===== src/rtl/spi_xfer_pkg.sv =====
package spi_xfer_pkg;
  localparam int MAX_DATA = 16;
  localparam int DCNT_W   = $clog2(MAX_DATA + 1);
  localparam int WORDS    = MAX_DATA / 4;

  localparam logic [7:0] OFS_CFG  = 8'h08;
  localparam logic [7:0] OFS_CTL  = 8'h0C;
  localparam logic [7:0] OFS_OPC  = 8'h10;
  localparam logic [7:0] OFS_ADR  = 8'h14;
  localparam logic [7:0] OFS_WD0  = 8'h20;
  localparam logic [7:0] OFS_RD0  = 8'h30;
  localparam logic [31:0] CFG_MASK = 32'h1FFF_3FFF;

  typedef enum logic [2:0] {
    PH_NONE = 3'd0, PH_CMD = 3'd1, PH_ADDR = 3'd2,
    PH_DUM  = 3'd3, PH_WR  = 3'd4, PH_RD   = 3'd5
  } phase_e;

  typedef struct packed {
    logic [1:0]        cmd_bpc;
    logic [1:0]        addr_bpc;
    logic [1:0]        wr_bpc;
    logic [1:0]        dum_bpc;
    logic [1:0]        rd_bpc;
    logic              cmd_en;
    logic [2:0]        addr_n;
    logic [2:0]        dum_n;
    logic [DCNT_W-1:0] wr_n;
    logic [DCNT_W-1:0] rd_n;
  } xfer_cfg_t;

  function automatic logic [1:0] clamp_bpc(logic [1:0] v);
    return (v == 2'd3) ? 2'd2 : v;
  endfunction

  function automatic logic [DCNT_W-1:0] clamp_cnt(logic [4:0] v);
    return (v > 5'(MAX_DATA)) ? DCNT_W'(MAX_DATA) : DCNT_W'(v);
  endfunction

  function automatic xfer_cfg_t decode_cfg(logic [31:0] r);
    xfer_cfg_t c;
    c.cmd_bpc  = clamp_bpc(r[1:0]);
    c.addr_bpc = clamp_bpc(r[3:2]);
    c.wr_bpc   = clamp_bpc(r[5:4]);
    c.dum_bpc  = clamp_bpc(r[7:6]);
    c.rd_bpc   = clamp_bpc(r[9:8]);
    c.cmd_en   = r[10];
    c.addr_n   = (r[13:11] > 3'd4) ? 3'd4 : r[13:11];
    c.wr_n     = clamp_cnt(r[20:16]);
    c.dum_n    = r[23:21];
    c.rd_n     = clamp_cnt(r[28:24]);
    return c;
  endfunction

  function automatic logic [DCNT_W-1:0] phase_len(xfer_cfg_t c, phase_e p);
    case (p)
      PH_CMD:  return DCNT_W'(c.cmd_en);
      PH_ADDR: return DCNT_W'(c.addr_n);
      PH_DUM:  return DCNT_W'(c.dum_n);
      PH_WR:   return c.wr_n;
      PH_RD:   return c.rd_n;
      default: return '0;
    endcase
  endfunction

  function automatic logic [1:0] phase_bpc(xfer_cfg_t c, phase_e p);
    case (p)
      PH_CMD:  return c.cmd_bpc;
      PH_ADDR: return c.addr_bpc;
      PH_DUM:  return c.dum_bpc;
      PH_WR:   return c.wr_bpc;
      PH_RD:   return c.rd_bpc;
      default: return 2'd0;
    endcase
  endfunction

  // first non-empty phase strictly after cur (PH_NONE scans from the start)
  function automatic phase_e next_phase(xfer_cfg_t c, phase_e cur);
    phase_e res = PH_NONE;
    for (int p = 5; p >= 1; p--) begin
      if (p > int'(cur) && phase_len(c, phase_e'(p[2:0])) != '0)
        res = phase_e'(p[2:0]);
    end
    return res;
  endfunction

  function automatic logic [2:0] beats_m1(logic [1:0] bpc);
    case (bpc)
      2'd0:    return 3'd7;
      2'd1:    return 3'd3;
      default: return 3'd1;
    endcase
  endfunction
endpackage


===== src/rtl/spi_xfer_lane.sv =====
module spi_xfer_lane (
  input  logic [7:0] tx_sr_i,
  input  logic [1:0] bpc_i,
  input  logic       drive_i,
  input  logic [7:0] rx_sr_i,
  input  logic [3:0] io_i,
  output logic [3:0] io_o,
  output logic [3:0] io_oe_o,
  output logic [7:0] rx_nxt_o
);
  logic [3:0] out_v, oe_v;

  always_comb begin
    case (bpc_i)
      2'd0: begin
        out_v    = {3'b000, tx_sr_i[7]};
        oe_v     = 4'b0001;
        rx_nxt_o = {rx_sr_i[6:0], io_i[1]};
      end
      2'd1: begin
        out_v    = {2'b00, tx_sr_i[7:6]};
        oe_v     = 4'b0011;
        rx_nxt_o = {rx_sr_i[5:0], io_i[1:0]};
      end
      default: begin
        out_v    = tx_sr_i[7:4];
        oe_v     = 4'b1111;
        rx_nxt_o = {rx_sr_i[3:0], io_i};
      end
    endcase
  end

  assign io_o    = drive_i ? out_v : 4'b0000;
  assign io_oe_o = drive_i ? oe_v  : 4'b0000;
endmodule


===== src/rtl/spi_xfer_seq.sv =====
module spi_xfer_seq
  import spi_xfer_pkg::*;
(
  input  logic                  clk_i,
  input  logic                  rst_ni,
  input  logic                  start_i,
  input  logic                  rel_i,
  input  logic                  rel_set_i,
  input  xfer_cfg_t             cfg_i,
  input  logic [7:0]            cmd_i,
  input  logic [31:0]           addr_i,
  input  logic [8*MAX_DATA-1:0] wbytes_i,
  input  logic [3:0]            io_i,
  output logic                  busy_o,
  output logic                  done_o,
  output logic                  rx_we_o,
  output logic [3:0]            rx_idx_o,
  output logic [7:0]            rx_byte_o,
  output logic                  sclk_o,
  output logic [3:0]            io_o,
  output logic [3:0]            io_oe_o,
  output logic                  cs_act_o
);
  logic              busy_q, sclk_q, cs_act_q;
  phase_e            phase_q, ld_phase;
  logic [DCNT_W-1:0] idx_q, ld_idx, cur_len;
  logic [2:0]        beat_q, ld_beat;
  logic [7:0]        sr_q, rx_q, ld_byte, rx_nxt, sr_shift;
  logic [1:0]        cur_bpc;
  logic [5:0]        addr_sh;
  logic [31:0]       addr_shifted;
  logic              drive;

  assign cur_len = phase_len(cfg_i, phase_q);
  assign cur_bpc = phase_bpc(cfg_i, phase_q);

  always_comb begin
    if (!busy_q) begin
      ld_phase = next_phase(cfg_i, PH_NONE);
      ld_idx   = '0;
    end else if ((idx_q + DCNT_W'(1)) < cur_len) begin
      ld_phase = phase_q;
      ld_idx   = idx_q + DCNT_W'(1);
    end else begin
      ld_phase = next_phase(cfg_i, phase_q);
      ld_idx   = '0;
    end
  end

  assign addr_sh      = {cfg_i.addr_n - 3'd1 - ld_idx[2:0], 3'b000};
  assign addr_shifted = addr_i >> addr_sh;

  always_comb begin
    case (ld_phase)
      PH_CMD:  ld_byte = cmd_i;
      PH_ADDR: ld_byte = addr_shifted[7:0];
      PH_WR:   ld_byte = wbytes_i[{ld_idx[3:0], 3'b000} +: 8];
      default: ld_byte = 8'h00;
    endcase
    ld_beat = beats_m1(phase_bpc(cfg_i, ld_phase));
    case (cur_bpc)
      2'd0:    sr_shift = {sr_q[6:0], 1'b0};
      2'd1:    sr_shift = {sr_q[5:0], 2'b00};
      default: sr_shift = {sr_q[3:0], 4'b0000};
    endcase
  end

  assign drive = busy_q && (phase_q == PH_CMD || phase_q == PH_ADDR || phase_q == PH_WR);

  spi_xfer_lane u_lane (
    .tx_sr_i  (sr_q),
    .bpc_i    (cur_bpc),
    .drive_i  (drive),
    .rx_sr_i  (rx_q),
    .io_i     (io_i),
    .io_o     (io_o),
    .io_oe_o  (io_oe_o),
    .rx_nxt_o (rx_nxt)
  );

  always_ff @(posedge clk_i or negedge rst_ni) begin
    if (!rst_ni) begin
      busy_q   <= 1'b0;
      sclk_q   <= 1'b0;
      cs_act_q <= 1'b0;
      phase_q  <= PH_NONE;
      idx_q    <= '0;
      beat_q   <= '0;
      sr_q     <= '0;
      rx_q     <= '0;
    end else if (start_i) begin
      busy_q   <= 1'b1;
      cs_act_q <= 1'b1;
      sclk_q   <= 1'b0;
      phase_q  <= ld_phase;
      idx_q    <= ld_idx;
      beat_q   <= ld_beat;
      sr_q     <= ld_byte;
    end else if (busy_q) begin
      if (phase_q == PH_NONE) begin
        busy_q <= 1'b0;
        if (rel_i) cs_act_q <= 1'b0;
      end else if (!sclk_q) begin
        sclk_q <= 1'b1;
        rx_q   <= rx_nxt;
      end else begin
        sclk_q <= 1'b0;
        if (beat_q != 3'd0) begin
          beat_q <= beat_q - 3'd1;
          sr_q   <= sr_shift;
        end else begin
          phase_q <= ld_phase;
          idx_q   <= ld_idx;
          beat_q  <= ld_beat;
          sr_q    <= ld_byte;
        end
      end
    end else if (rel_set_i) begin
      cs_act_q <= 1'b0;
    end
  end

  assign busy_o    = busy_q;
  assign done_o    = busy_q && (phase_q == PH_NONE);
  assign rx_we_o   = busy_q && sclk_q && (beat_q == 3'd0) && (phase_q == PH_RD);
  assign rx_idx_o  = idx_q[3:0];
  assign rx_byte_o = rx_q;
  assign sclk_o    = sclk_q;
  assign cs_act_o  = cs_act_q;

  // clock pulses only inside a transaction
  a_r2_sclk_in_xfer: assert property (@(posedge clk_i) disable iff (!rst_ni)
    sclk_q |-> busy_q);
  // lanes released in dummy and read phases
  a_r12_lanes_quiet: assert property (@(posedge clk_i) disable iff (!rst_ni)
    (busy_q && (phase_q == PH_DUM || phase_q == PH_RD)) |-> (io_oe_o == 4'b0000));
  // completion ends busy on the next cycle
  a_r7_done_ends_busy: assert property (@(posedge clk_i) disable iff (!rst_ni)
    done_o |=> !busy_q);
endmodule


===== src/rtl/spi_xfer_regs.sv =====
module spi_xfer_regs
  import spi_xfer_pkg::*;
(
  input  logic                  clk_i,
  input  logic                  rst_ni,
  input  logic                  we_i,
  input  logic [7:0]            addr_i,
  input  logic [31:0]           wdata_i,
  output logic [31:0]           rdata_o,
  input  logic                  busy_i,
  input  logic                  done_i,
  input  logic                  rx_we_i,
  input  logic [3:0]            rx_idx_i,
  input  logic [7:0]            rx_byte_i,
  output xfer_cfg_t             cfg_o,
  output logic [7:0]            cmd_o,
  output logic [31:0]           addr_o,
  output logic [8*MAX_DATA-1:0] wbytes_o,
  output logic [1:0]            sel_o,
  output logic                  rel_o,
  output logic                  start_o,
  output logic                  rel_set_o,
  output logic                  irq_o
);
  logic [31:0]           cfg_q, addr_q;
  logic [7:0]            cmd_q;
  logic [8*MAX_DATA-1:0] wbytes_q, rbytes_q;
  logic [1:0]            sel_q;
  logic                  rel_q, ie_q, rdy_q;
  logic                  wr_ok, ctl_wr;

  assign wr_ok     = we_i && !busy_i;
  assign ctl_wr    = wr_ok && (addr_i == OFS_CTL);
  assign start_o   = ctl_wr && wdata_i[0];
  assign rel_set_o = ctl_wr && wdata_i[16];

  always_ff @(posedge clk_i or negedge rst_ni) begin
    if (!rst_ni) begin
      cfg_q    <= '0;
      addr_q   <= '0;
      cmd_q    <= '0;
      wbytes_q <= '0;
      rbytes_q <= '0;
      sel_q    <= '0;
      rel_q    <= 1'b1;
      ie_q     <= 1'b0;
      rdy_q    <= 1'b0;
    end else begin
      if (wr_ok && addr_i == OFS_CFG) cfg_q  <= wdata_i & CFG_MASK;
      if (wr_ok && addr_i == OFS_OPC) cmd_q  <= wdata_i[7:0];
      if (wr_ok && addr_i == OFS_ADR) addr_q <= wdata_i;
      for (int w = 0; w < WORDS; w++) begin
        if (wr_ok && addr_i == OFS_WD0 + 8'(4 * w)) wbytes_q[32*w +: 32] <= wdata_i;
      end
      if (ctl_wr) begin
        sel_q <= wdata_i[9:8];
        rel_q <= wdata_i[16];
        ie_q  <= wdata_i[25];
      end
      if (done_i) rdy_q <= 1'b1;
      else if (we_i && addr_i == OFS_CTL && wdata_i[24]) rdy_q <= 1'b0;
      if (rx_we_i) rbytes_q[{rx_idx_i, 3'b000} +: 8] <= rx_byte_i;
    end
  end

  always_comb begin
    rdata_o = '0;
    case (addr_i)
      OFS_CFG: rdata_o = cfg_q;
      OFS_CTL: rdata_o = {6'b0, ie_q, rdy_q, 7'b0, rel_q, 6'b0, sel_q, 7'b0, busy_i};
      OFS_OPC: rdata_o = {24'b0, cmd_q};
      OFS_ADR: rdata_o = addr_q;
      default: ;
    endcase
    for (int w = 0; w < WORDS; w++) begin
      if (addr_i == OFS_WD0 + 8'(4 * w)) rdata_o = wbytes_q[32*w +: 32];
      if (addr_i == OFS_RD0 + 8'(4 * w)) rdata_o = rbytes_q[32*w +: 32];
    end
  end

  assign cfg_o    = decode_cfg(cfg_q);
  assign cmd_o    = cmd_q;
  assign addr_o   = addr_q;
  assign wbytes_o = wbytes_q;
  assign sel_o    = sel_q;
  assign rel_o    = rel_q;
  assign irq_o    = rdy_q && ie_q;

  // ready only rises as a transaction ends
  a_r10_rdy_at_end: assert property (@(posedge clk_i) disable iff (!rst_ni)
    $rose(rdy_q) |-> $fell(busy_i));
  // setup frozen while busy
  a_r11_setup_frozen: assert property (@(posedge clk_i) disable iff (!rst_ni)
    (busy_i && $past(busy_i)) |-> ($stable(cfg_q) && $stable(cmd_q) && $stable(addr_q)));
endmodule


===== src/rtl/spi_xfer_engine.sv =====
module spi_xfer_engine
  import spi_xfer_pkg::*;
#(
  parameter int NUM_CS = 4
) (
  input  logic              clk_i,
  input  logic              rst_ni,
  input  logic              reg_we_i,
  input  logic [7:0]        reg_addr_i,
  input  logic [31:0]       reg_wdata_i,
  output logic [31:0]       reg_rdata_o,
  output logic              spi_sclk_o,
  output logic [NUM_CS-1:0] spi_cs_no,
  output logic [3:0]        spi_io_o,
  output logic [3:0]        spi_io_oe_o,
  input  logic [3:0]        spi_io_i,
  output logic              irq_o
);
  xfer_cfg_t             cfg;
  logic [7:0]            cmd, rx_byte;
  logic [31:0]           addr;
  logic [8*MAX_DATA-1:0] wbytes;
  logic [1:0]            sel;
  logic [3:0]            rx_idx;
  logic                  rel, start, rel_set, busy, done, rx_we, cs_act;

  spi_xfer_regs u_regs (
    .clk_i     (clk_i),
    .rst_ni    (rst_ni),
    .we_i      (reg_we_i),
    .addr_i    (reg_addr_i),
    .wdata_i   (reg_wdata_i),
    .rdata_o   (reg_rdata_o),
    .busy_i    (busy),
    .done_i    (done),
    .rx_we_i   (rx_we),
    .rx_idx_i  (rx_idx),
    .rx_byte_i (rx_byte),
    .cfg_o     (cfg),
    .cmd_o     (cmd),
    .addr_o    (addr),
    .wbytes_o  (wbytes),
    .sel_o     (sel),
    .rel_o     (rel),
    .start_o   (start),
    .rel_set_o (rel_set),
    .irq_o     (irq_o)
  );

  spi_xfer_seq u_seq (
    .clk_i     (clk_i),
    .rst_ni    (rst_ni),
    .start_i   (start),
    .rel_i     (rel),
    .rel_set_i (rel_set),
    .cfg_i     (cfg),
    .cmd_i     (cmd),
    .addr_i    (addr),
    .wbytes_i  (wbytes),
    .io_i      (spi_io_i),
    .busy_o    (busy),
    .done_o    (done),
    .rx_we_o   (rx_we),
    .rx_idx_o  (rx_idx),
    .rx_byte_o (rx_byte),
    .sclk_o    (spi_sclk_o),
    .io_o      (spi_io_o),
    .io_oe_o   (spi_io_oe_o),
    .cs_act_o  (cs_act)
  );

  for (genvar i = 0; i < NUM_CS; i++) begin : g_cs
    assign spi_cs_no[i] = !(cs_act && (sel == 2'(i)));
  end

  // at most one select low
  a_r8_cs_onehot: assert property (@(posedge clk_i) disable iff (!rst_ni)
    $onehot0(~spi_cs_no));
  // select stays low throughout a transaction
  a_r9_cs_during_xfer: assert property (@(posedge clk_i) disable iff (!rst_ni)
    (busy && $past(busy)) |-> $stable(spi_cs_no));
endmodule


===== config.mk =====
export PLATFORM = sky130hd
export DESIGN_NAME = spi_xfer_engine
export DESIGN_NICKNAME = d
export VERILOG_FILES = /design/src/rtl/spi_xfer_pkg.sv /design/src/rtl/spi_xfer_lane.sv /design/src/rtl/spi_xfer_seq.sv /design/src/rtl/spi_xfer_regs.sv /design/src/rtl/spi_xfer_engine.sv
export SDC_FILE = /design/constraint.sdc
export NUM_CORES = 1
export LEC_CHECK = 0
export BUFFER_PORTS_ARGS = -buffer_cell sky130_fd_sc_hd__buf_2
export CAP_MARGIN = 20
export CORE_MARGIN = 2
export CORE_UTILIZATION = 40
export CTS_BUF_LIST = sky130_fd_sc_hd__clkbuf_8 sky130_fd_sc_hd__clkbuf_16
export DETAILED_ROUTE_END_ITERATION = 10
export SLEW_MARGIN = 20
export SYNTH_ARGS = -nofsm -noshare
export SYNTH_HDL_FRONTEND = slang
export SYNTH_SLANG_ARGS = --single-unit

===== constraint.sdc =====
create_clock -name clk_i -period 10.01 [get_ports clk_i]
set_clock_uncertainty 0.15 [all_clocks]
set_input_delay 2.002 -clock clk_i [delete_from_list [all_inputs] [get_ports clk_i]]
set_output_delay 2.002 -clock clk_i [all_outputs]
set_load 0.005 [all_outputs]

-- Word-level counts from Yosys, hierarchy flattened
Cells that the tools add are included.
W data, S select, Z words.
- bits in latches: 0
- bits in registers: 358
- output and inout port bits: 46
- memories: 0
- memory bits (read-only): 0
- bits in writable memories: 0
- order comparisons: 9
- shifts and indexed selects: 4
- equal/unequal tests: 36
- reductions and logical operators: 60
- bitwise operators: 3
- divide/modulo/power cells: 0
- add/sub/neg operators: 5
- multipliers: 0
- mux-type cells: 92
- operators with widths (kind ; count):
    $mux W32 ; 8
    $bwmux W128 ; 1
    $pmux W32 S4 ; 1
    $shift A8 B9 Y128 const A ; 1
    $shiftx A128 B8 Y8 ; 1
    $shiftx A8 B9 Y128 ; 1
    $mux W5 ; 24
    $mux W3 ; 23
    $eq A8 B6 Y1 const B ; 8
    $reduce_bool A5 Y1 ; 10
    $mux W8 ; 5
    $pmux W8 S2 ; 2
    $shr A32 B6 Y8 ; 1
    $logic_and A1 B1 Y1 ; 28
    $pmux W5 S5 ; 1
    $pmux W8 S3 ; 1
    $pmux W2 S5 ; 2
    $eq A8 B4 Y1 const B ; 2
    $eq A8 B5 Y1 const B ; 2
    $pmux W4 S2 ; 2
    $eq A2 B2 Y1 const B ; 7
    $mux W1 ; 14
    $eq A3 B2 Y1 const B ; 4
    $eq A3 B3 Y1 const B ; 4
    27 further kinds ; 56

-- Logic depth before layout (Yosys ltp)
Gate-level depths: netlist of run 1.
- depth in word-level cells: 24
- mapped depth: 23

-- Hierarchy
Synthesis of run 1 repeated with hierarchy kept, for this count alone.
- cells, all modules: 1844
- area, all modules: 20231.9 um^2
- by module, submodules not included (module ; instances ; seq. area each (um^2) ; cells an instance ; area an instance (um^2)):
    spi_xfer_regs ; 1 ; 8209.1 ; 1337 ; 15977.8
    spi_xfer_seq ; 1 ; 750.7 ; 467 ; 3975.1
    spi_xfer_lane ; 1 ; 0.0 ; 36 ; 250.2
    spi_xfer_engine ; 1 ; 0.0 ; 4 ; 28.8

-- Worst setup path before layout of run 1
Ideal clock, no wire load.
- path kind: input to output
- from: in reg_addr_i[4]
- to: out reg_rdata_o[16]
- cell stages on the path: 11
- data arrival time: 4049 ps
- path buffers: 3
- setup slack: 3809 ps
- cells stage by stage: nor4b_1 -> and2_0 -> clkbuf_1 -> clkbuf_1 -> clkbuf_1 -> a22oi_1 -> nand3_1 -> o21ai_0 -> nand3_1 -> o21ai_0 -> nand3_1
- word-level cells in the longest chain between the ends: 10
- elaborated cells on any way between the ends: 21
- those cells by class: eq/ne (12); mux (9)
- RTL lines (element ; RTL line ; text):
    from (decl) ; spi_xfer_engine.sv:9 ; input logic [7:0] reg_addr_i,
    $eq A8 B5 Y1 / $eq A8 B4 Y1 (equally long branches) ; spi_xfer_regs.sv:68 ; case (addr_i)
    $pmux W32 S4 ; spi_xfer_regs.sv:68 ;
    $mux W32 ; spi_xfer_regs.sv:76 ; if (addr_i == OFS_WD0 + 8'(4 * w)) rdata_o = wbytes_q[32*w +: 32];
    $mux W32 ; spi_xfer_regs.sv:77 ; if (addr_i == OFS_RD0 + 8'(4 * w)) rdata_o = rbytes_q[32*w +: 32];
    $mux W32 ; spi_xfer_regs.sv:76 ;
    $mux W32 ; spi_xfer_regs.sv:77 ;
    $mux W32 ; spi_xfer_regs.sv:76 ;
    $mux W32 ; spi_xfer_regs.sv:77 ;
    $mux W32 ; spi_xfer_regs.sv:76 ;
    $mux W32 * ; spi_xfer_regs.sv:77 ;
    to (decl) ; spi_xfer_engine.sv:11 ; output logic [31:0] reg_rdata_o,
Every way passes the cells marked *; elsewhere a longest branch is shown, timed or not.

-- Worst setup path in the final report of run 1
- from: in reg_addr_i[4]
- to: out reg_rdata_o[24]
The elaborated chain is that of the path after synthesis.

==> results of run 1 <==
-- through the flow --
step | area [µm²] | cells
after floorplan | 18400 | 1768
after global placement | 19400 | 2371
after detailed placement | 19400 | 2371
after CTS | 20900 | 2444
after global routing | 20900 | 2444
final | 20900 | 2444
-- power breakdown --
group	internal, W	switching [W]
Combinational	0.000156	0.000263
Clock	0.000985	0.000633
Sequential	0.00152	0.000184
-- critical path, stage by stage --
cell and delay (ns):
buf_2 0.13, nor4b_1 0.72, and2_1 0.76, buf_4 0.39
a22oi_1 0.11, a31oi_1 0.32, a21oi_1 0.07, a21oi_1 0.18
nor3_1 0.06, o21ai_0 0.30, buf_2 0.18
-- cells in the mapped netlist, drive strengths merged, types with 10 or more instances --
cell type,n
nand2,246
dfrtp,357
nand3,60
nor3,20
inv,18
a211oi,13
a21oi,86
a22oi,47
buf,31
a222oi,31
a31oi,15
mux4,10
a221o,11
and3,10
mux2,242
and2,21
nor2b,14
a221oi,31
o21ai,155
o22ai,13
mux2i,32
ha,15
nor2,79
clkbuf,93
-- layer usage --
metal	up-vias	global-route usage
met4	2	0.157
met3	208	0.0592
li1	6647	-
met5	-	0
met1	8016	0.400
met2	911	0.460
-- cells by family (layout without fill, tap and decap cells) --
family | count (synthesis) | after routing | share of synthesized area
simple gates | 494 | 494 | 0.122
compound gates | 466 | 466 | 0.168
flops | 358 | 358 | 0.487
mux | 284 | 284 | 0.178
buf+inv | 144 | 220 | 0.0311
fa+ha+maj | 16 | 16 | 0.0113
xor+xnor | 6 | 6 | 0.00285
-- area by class of cell --
type,instances,area (µm²)
clock buffers,57,1270
inverters,20,75.1
well taps,600,751
clock inverters,16,188
multi-input cells,1266,8890
flip-flops and latches,358,8960
repair buffers,127,746
fillers,4224,24500
-- state kept, by name, summed over array words and instances (netlist names), 2 cells and up --
signal / cells
u_regs.addr_o: 32
u_regs.rbytes_q: 128
u_regs.cfg_q: 27
u_regs.sel_o: 2
u_regs.wbytes_o: 128
u_regs.cmd_o: 8
u_seq.sr_q: 8
u_seq.beat_q: 3
u_seq.phase_q: 3
u_seq.rx_byte_o: 8
u_seq.idx_q: 5
-- path summary, 6_finish.rpt --
check                                   startpoint                   to  slack, ns  cells after the start
max in group asynchronous                   rst_ni  u_regs.wbytes_o[17]       6.95                      2
min in group asynchronous                   rst_ni  u_regs.wbytes_o[98]       1.37                      1
worst max-delay path                 reg_addr_i[4]      reg_rdata_o[24]       2.63                     11
worst max register to register    u_seq.phase_q[1]        u_seq.sr_q[7]       3.49                     16
worst min register to register  u_regs.rbytes_q[9]   u_regs.rbytes_q[9]       0.32                      2
worst min-delay path            u_regs.rbytes_q[9]   u_regs.rbytes_q[9]       0.32                      2
==> impl_metrics.tcl, run 1 <==
set metrics [dict create \
    outcome "finished, final reports clean" \
    drc_errors 0 \
    port_buffers 92 \
    clk_path_buf_depth 3 \
    hold_viol 0 \
    grt_start_max_net_pins 135 \
    wl_um 71600 \
    topRoutingLayerUsed "met5" \
    hold_slack_ns 0.324 \
    syn_to_final_growth_pct 13.4 \
    p_leak_nw 9.83 \
    ys_async_sr_fraction 1.00 \
    grt_pass1_wl_um 103000 \
    utilization 0.460 \
    report.final.slew_viol_count 0 \
    synth-edff-count 0 \
    antenna_found_initial 1 \
    coreArea_mm2 0.0454 \
    rows 78 \
    die_x_um 219 \
    viasPerCell 6.46 \
    fmax_mhz 135 \
    hpwl_um 48900 \
    startpoint_type "input port" \
    overflow 0 \
    syn_avg_cell_area_um2 10.4 \
    h-tree-depth 2 \
    clock_sinks 358 \
    final_common_cell "dfrtp_1" \
    die_area_mm2 0.0478 \
    power_density_mw_per_mm2 179 \
    nNetsFinal 1877 \
    synth.ff_latch_count 358 \
    finalCritPeriodShare 0.738 \
    drive_above_1_share 0.254 \
    clk_latency_ns 0.58 \
    dr.pass1.iters 9 \
    cts_tree "done" \
    max-vdd-ir-drop_mv 0.155 \
    end_kind "output pin" \
    worstPathArrival_ns 5.23 \
    yosysTopAreaCell "dfrtp_1" \
    synth.distinct_cells 81 \
    met2_length_um 31800 \
    yosysWarnings 0 \
    wl_met1_um 28900 \
    p_total_w 0.00374 \
    postRouteAntennaNets 0 \
    synthFlopType "dfrtp_1" \
    hold_path_class "reg2reg" \
    ctsHoldBuffers 0 \
    path_clk_slew_ns 0.06 \
    setup-violations-final 0 \
    start_util 0.406 \
    tns_ns 0 \
    seq_area_frac_synth 0.487 \
    critPathRequiredTime_ns 7.86 \
    routedWlPerCell_um 29.3 \
    postCtsSetupBuffers 0 \
    final_cell_mix "dfrtp_1, nand2_1, mux2_2, o21ai_0, buf_2" \
    first_iter_violations 1846 \
    routabilityCongestion 0.978 \
    path_class "in2out" \
    cts_resized 0 \
    synth_area_leaders "dfrtp_1, mux2_2, nand2_1" \
    maxCapViolations 0 \
    syn_nets 1831 \
    num_antenna_cells 0 \
    num_vias 15800 \
    numCtsBuffers 41 \
    period_minus_slack_ns 7.38 \
    grt_pass1_vias 15100 \
    grt_usage 0.300 \
    wl_met3_um 6740 \
    worst_pin_slew_ns 1.18 \
    synth_cells 1768 \
    die_h_um 219 \
    rsz0062_at_grt "no" \
    setup_ws_ns 2.63 \
    path_max_fanout 18 \
    yosysTopAreaCellShare 0.485 \
    dp_slack_ns 2.69 \
    clock-root-buffer "clkbuf_16" \
    max_slew_margin 0.208 \
    syn-cell-area_mm2 0.0184 \
    ios 93 \
]
Power figures use the tool's default switching activity.
==> run 2, diff against run 1 <==
clock period = 6.33 ns   (was 10.01 ns; I/O delays follow)
==> run 2 against run 1 <==
Sequential share of layout area barely moved. Critical path depth did not move. First-iteration DRC count fell by 1.1%. Largest power group unchanged.
==> impl_metrics.tcl, run 2 (synthesized netlist as in run 1, its figures left out) <==
set metrics [dict create \
    worst_path_largest_cell_delay_ns 0.89 \
    rsz0062_at_grt "no" \
    path_class "in2out" \
    cts_resized 0 \
    hold_slack_ns 0.328 \
    holdPathEnd "u_regs.rbytes_q[9]" \
    clock-root-buffer "clkbuf_16" \
    outcome "finished, final reports clean" \
    nNetsFinal 1889 \
    hold_viol 0 \
    hold_path_class "reg2reg" \
    die_x_um 219 \
    wl_met3_um 6090 \
    antenna_found_initial 1 \
    wl_um 72800 \
    clk_latency_ns 0.57 \
    cts_tree "done" \
    cp.depth 11 \
    num_vias 15700 \
    met2_length_um 32500 \
    topRoutingLayerUsed "met4" \
    coreArea_mm2 0.0454 \
    report.final.slew_viol_count 0 \
    fin_area_mm2 0.0209 \
    postCtsSetupBuffers 0 \
    setup-violations-final 0 \
    hp-start "u_regs.rbytes_q[9]" \
    grt_start_max_net_pins 135 \
    worst_pin_slew_ns 1.04 \
    hpwl_um 51400 \
    finalCritPeriodShare 0.889 \
    p_leak_nw 9.86 \
    h-tree-depth 2 \
    first_iter_violations 1826 \
    final_common_cell "dfrtp_1" \
    port_buffers 92 \
    rows 78 \
    start_util 0.406 \
    path_clk_slew_ns 0.06 \
    period_minus_slack_ns 5.63 \
    syn_to_final_growth_pct 13.3 \
    clk_path_buf_depth 3 \
    wl_met1_um 30300 \
    clock_sinks 358 \
    critPathRequiredTime_ns 4.91 \
    overflow 0 \
    numCtsBuffers 41 \
    maxCapViolations 0 \
    power_density_mw_per_mm2 276 \
    die_h_um 219 \
    fmax_mhz 178 \
    r2r_cells 16 \
    path_cells "buf_2 -> nor4bb_1 -> and2_1 -> buf_4 -> a222oi_1 -> a31oi_1 -> a21oi_1 -> a21oi_1 -> nor3_1 -> o21ai_0 -> buf_2" \
    routabilityCongestion 1.04 \
    die_area_mm2 0.0478 \
    postRouteAntennaNets 0 \
    dr.pass1.iters 6 \
    r2r-end "u_seq.sr_q[1]" \
    ctsHoldBuffers 0 \
    ios 93 \
    multi_input_comb_area_mm2 0.00889 \
    grt_pass1_vias 15000 \
    timing.rr.start "u_seq.phase_q[1]" \
    tns_ns 0 \
    grt_pass1_wl_um 106000 \
    post_dp_cell_area_mm2 0.0195 \
    worstPathArrival_ns 4.21 \
    hold_path_depth 2 \
    grt_usage 0.307 \
    drive_above_1_share 0.257 \
    max_slew_margin 0.300 \
    cp_top_family "simple AND/OR/NAND/NOR gates" \
    startpoint_type "input port" \
    utilization 0.460 \
    end_kind "output pin" \
    fillers 4314 \
    path_buf_inv 3 \
    drc_errors 0 \
    seq_area_mm2 0.00896 \
    r2r_slack_ns 1.07 \
    crit_path_top_delay_cell "nor4bb_1" \
    viasPerCell 6.37 \
    final_cell_mix "dfrtp_1, nand2_1, mux2_2, o21ai_0, buf_2" \
    path_max_fanout 11 \
    routedWlPerCell_um 29.6 \
    max-vdd-ir-drop_mv 0.212 \
]
==> run 2: cell types whose count changed in the layout (fill, tap and decap cells not counted) <==
| cell | before | now |
|---|---|---|
| and2_1 | 20 | 19 |
| inv_6 | 1 | 2 |
| diode_2 | 0 | 2 |
| bufinv_16 | 4 | 3 |
| clkinv_4 | 0 | 1 |
| and2_0 | 1 | 2 |
| clkbuf_16 | 43 | 41 |
| clkbuf_8 | 14 | 6 |
| clkinvlp_4 | 4 | 1 |
| clkinv_8 | 0 | 2 |
| buf_4 | 34 | 45 |
| inv_1 | 23 | 26 |
| buf_12 | 1 | 2 |
| clkinv_2 | 2 | 9 |
==> run 2: how the worst max path moves through the flow <==
stage,startpoint,to,slack [ns]
detailed placement,reg_addr_i[5],reg_rdata_o[24],0.80
finish,reg_addr_i[5],reg_rdata_o[24],0.70
floorplan,u_seq.idx_q[1],u_seq.sr_q[7],1.04
global placement,reg_addr_i[5],reg_rdata_o[24],0.85
global route,reg_addr_i[5],reg_rdata_o[24],0.61
CTS,reg_addr_i[5],reg_rdata_o[24],0.79
==> run 2: through the flow <==
stage          power (W)  std cells  setup WS, ns
3_5_place_dp     0.00339       2383         0.796
3_3_place_gp     0.00338       2383         0.848
4_1_cts          0.00577       2456         0.785
2_1_floorplan    0.00298       1768          1.04
6_report         0.00576       2458         0.703
5_1_grt          0.00595       2457         0.608
==> run 2: final cells by class <==
type	instances	area share
clock buffers	47	0.0531
inverters	20	0.00360
diodes	2	0.000240
clock inverters	26	0.0111
multi-input cells	1266	0.426
well taps	600	0.0360
repair buffers	139	0.0406
flip-flops and latches	358	0.429
==> run 2: layer usage <==
layer | global-route usage | up-vias
met5 | 0 | -
met4 | 0.155 | 0
met3 | 0.0523 | 200
met2 | 0.467 | 831
met1 | 0.421 | 7935
li1 | - | 6688
==> run 2: tightest hold or removal path: cells and delay by family, from the launching register on <==
| kind | cells | cell delay [ns] |
|---|---|---|
| DFF | 1 | 0.34 |
| and+or+nand+nor | 1 | 0.04 |
| AOI/OAI and AO/OA | 1 | 0.06 |
==> run 2: power breakdown <==
part	internal, W	total (W)	switching (W)
clock	0.00138	0.00239	0.00101
combinational	0.000250	0.000663	0.000413
sequential	0.00240	0.00271	0.000313
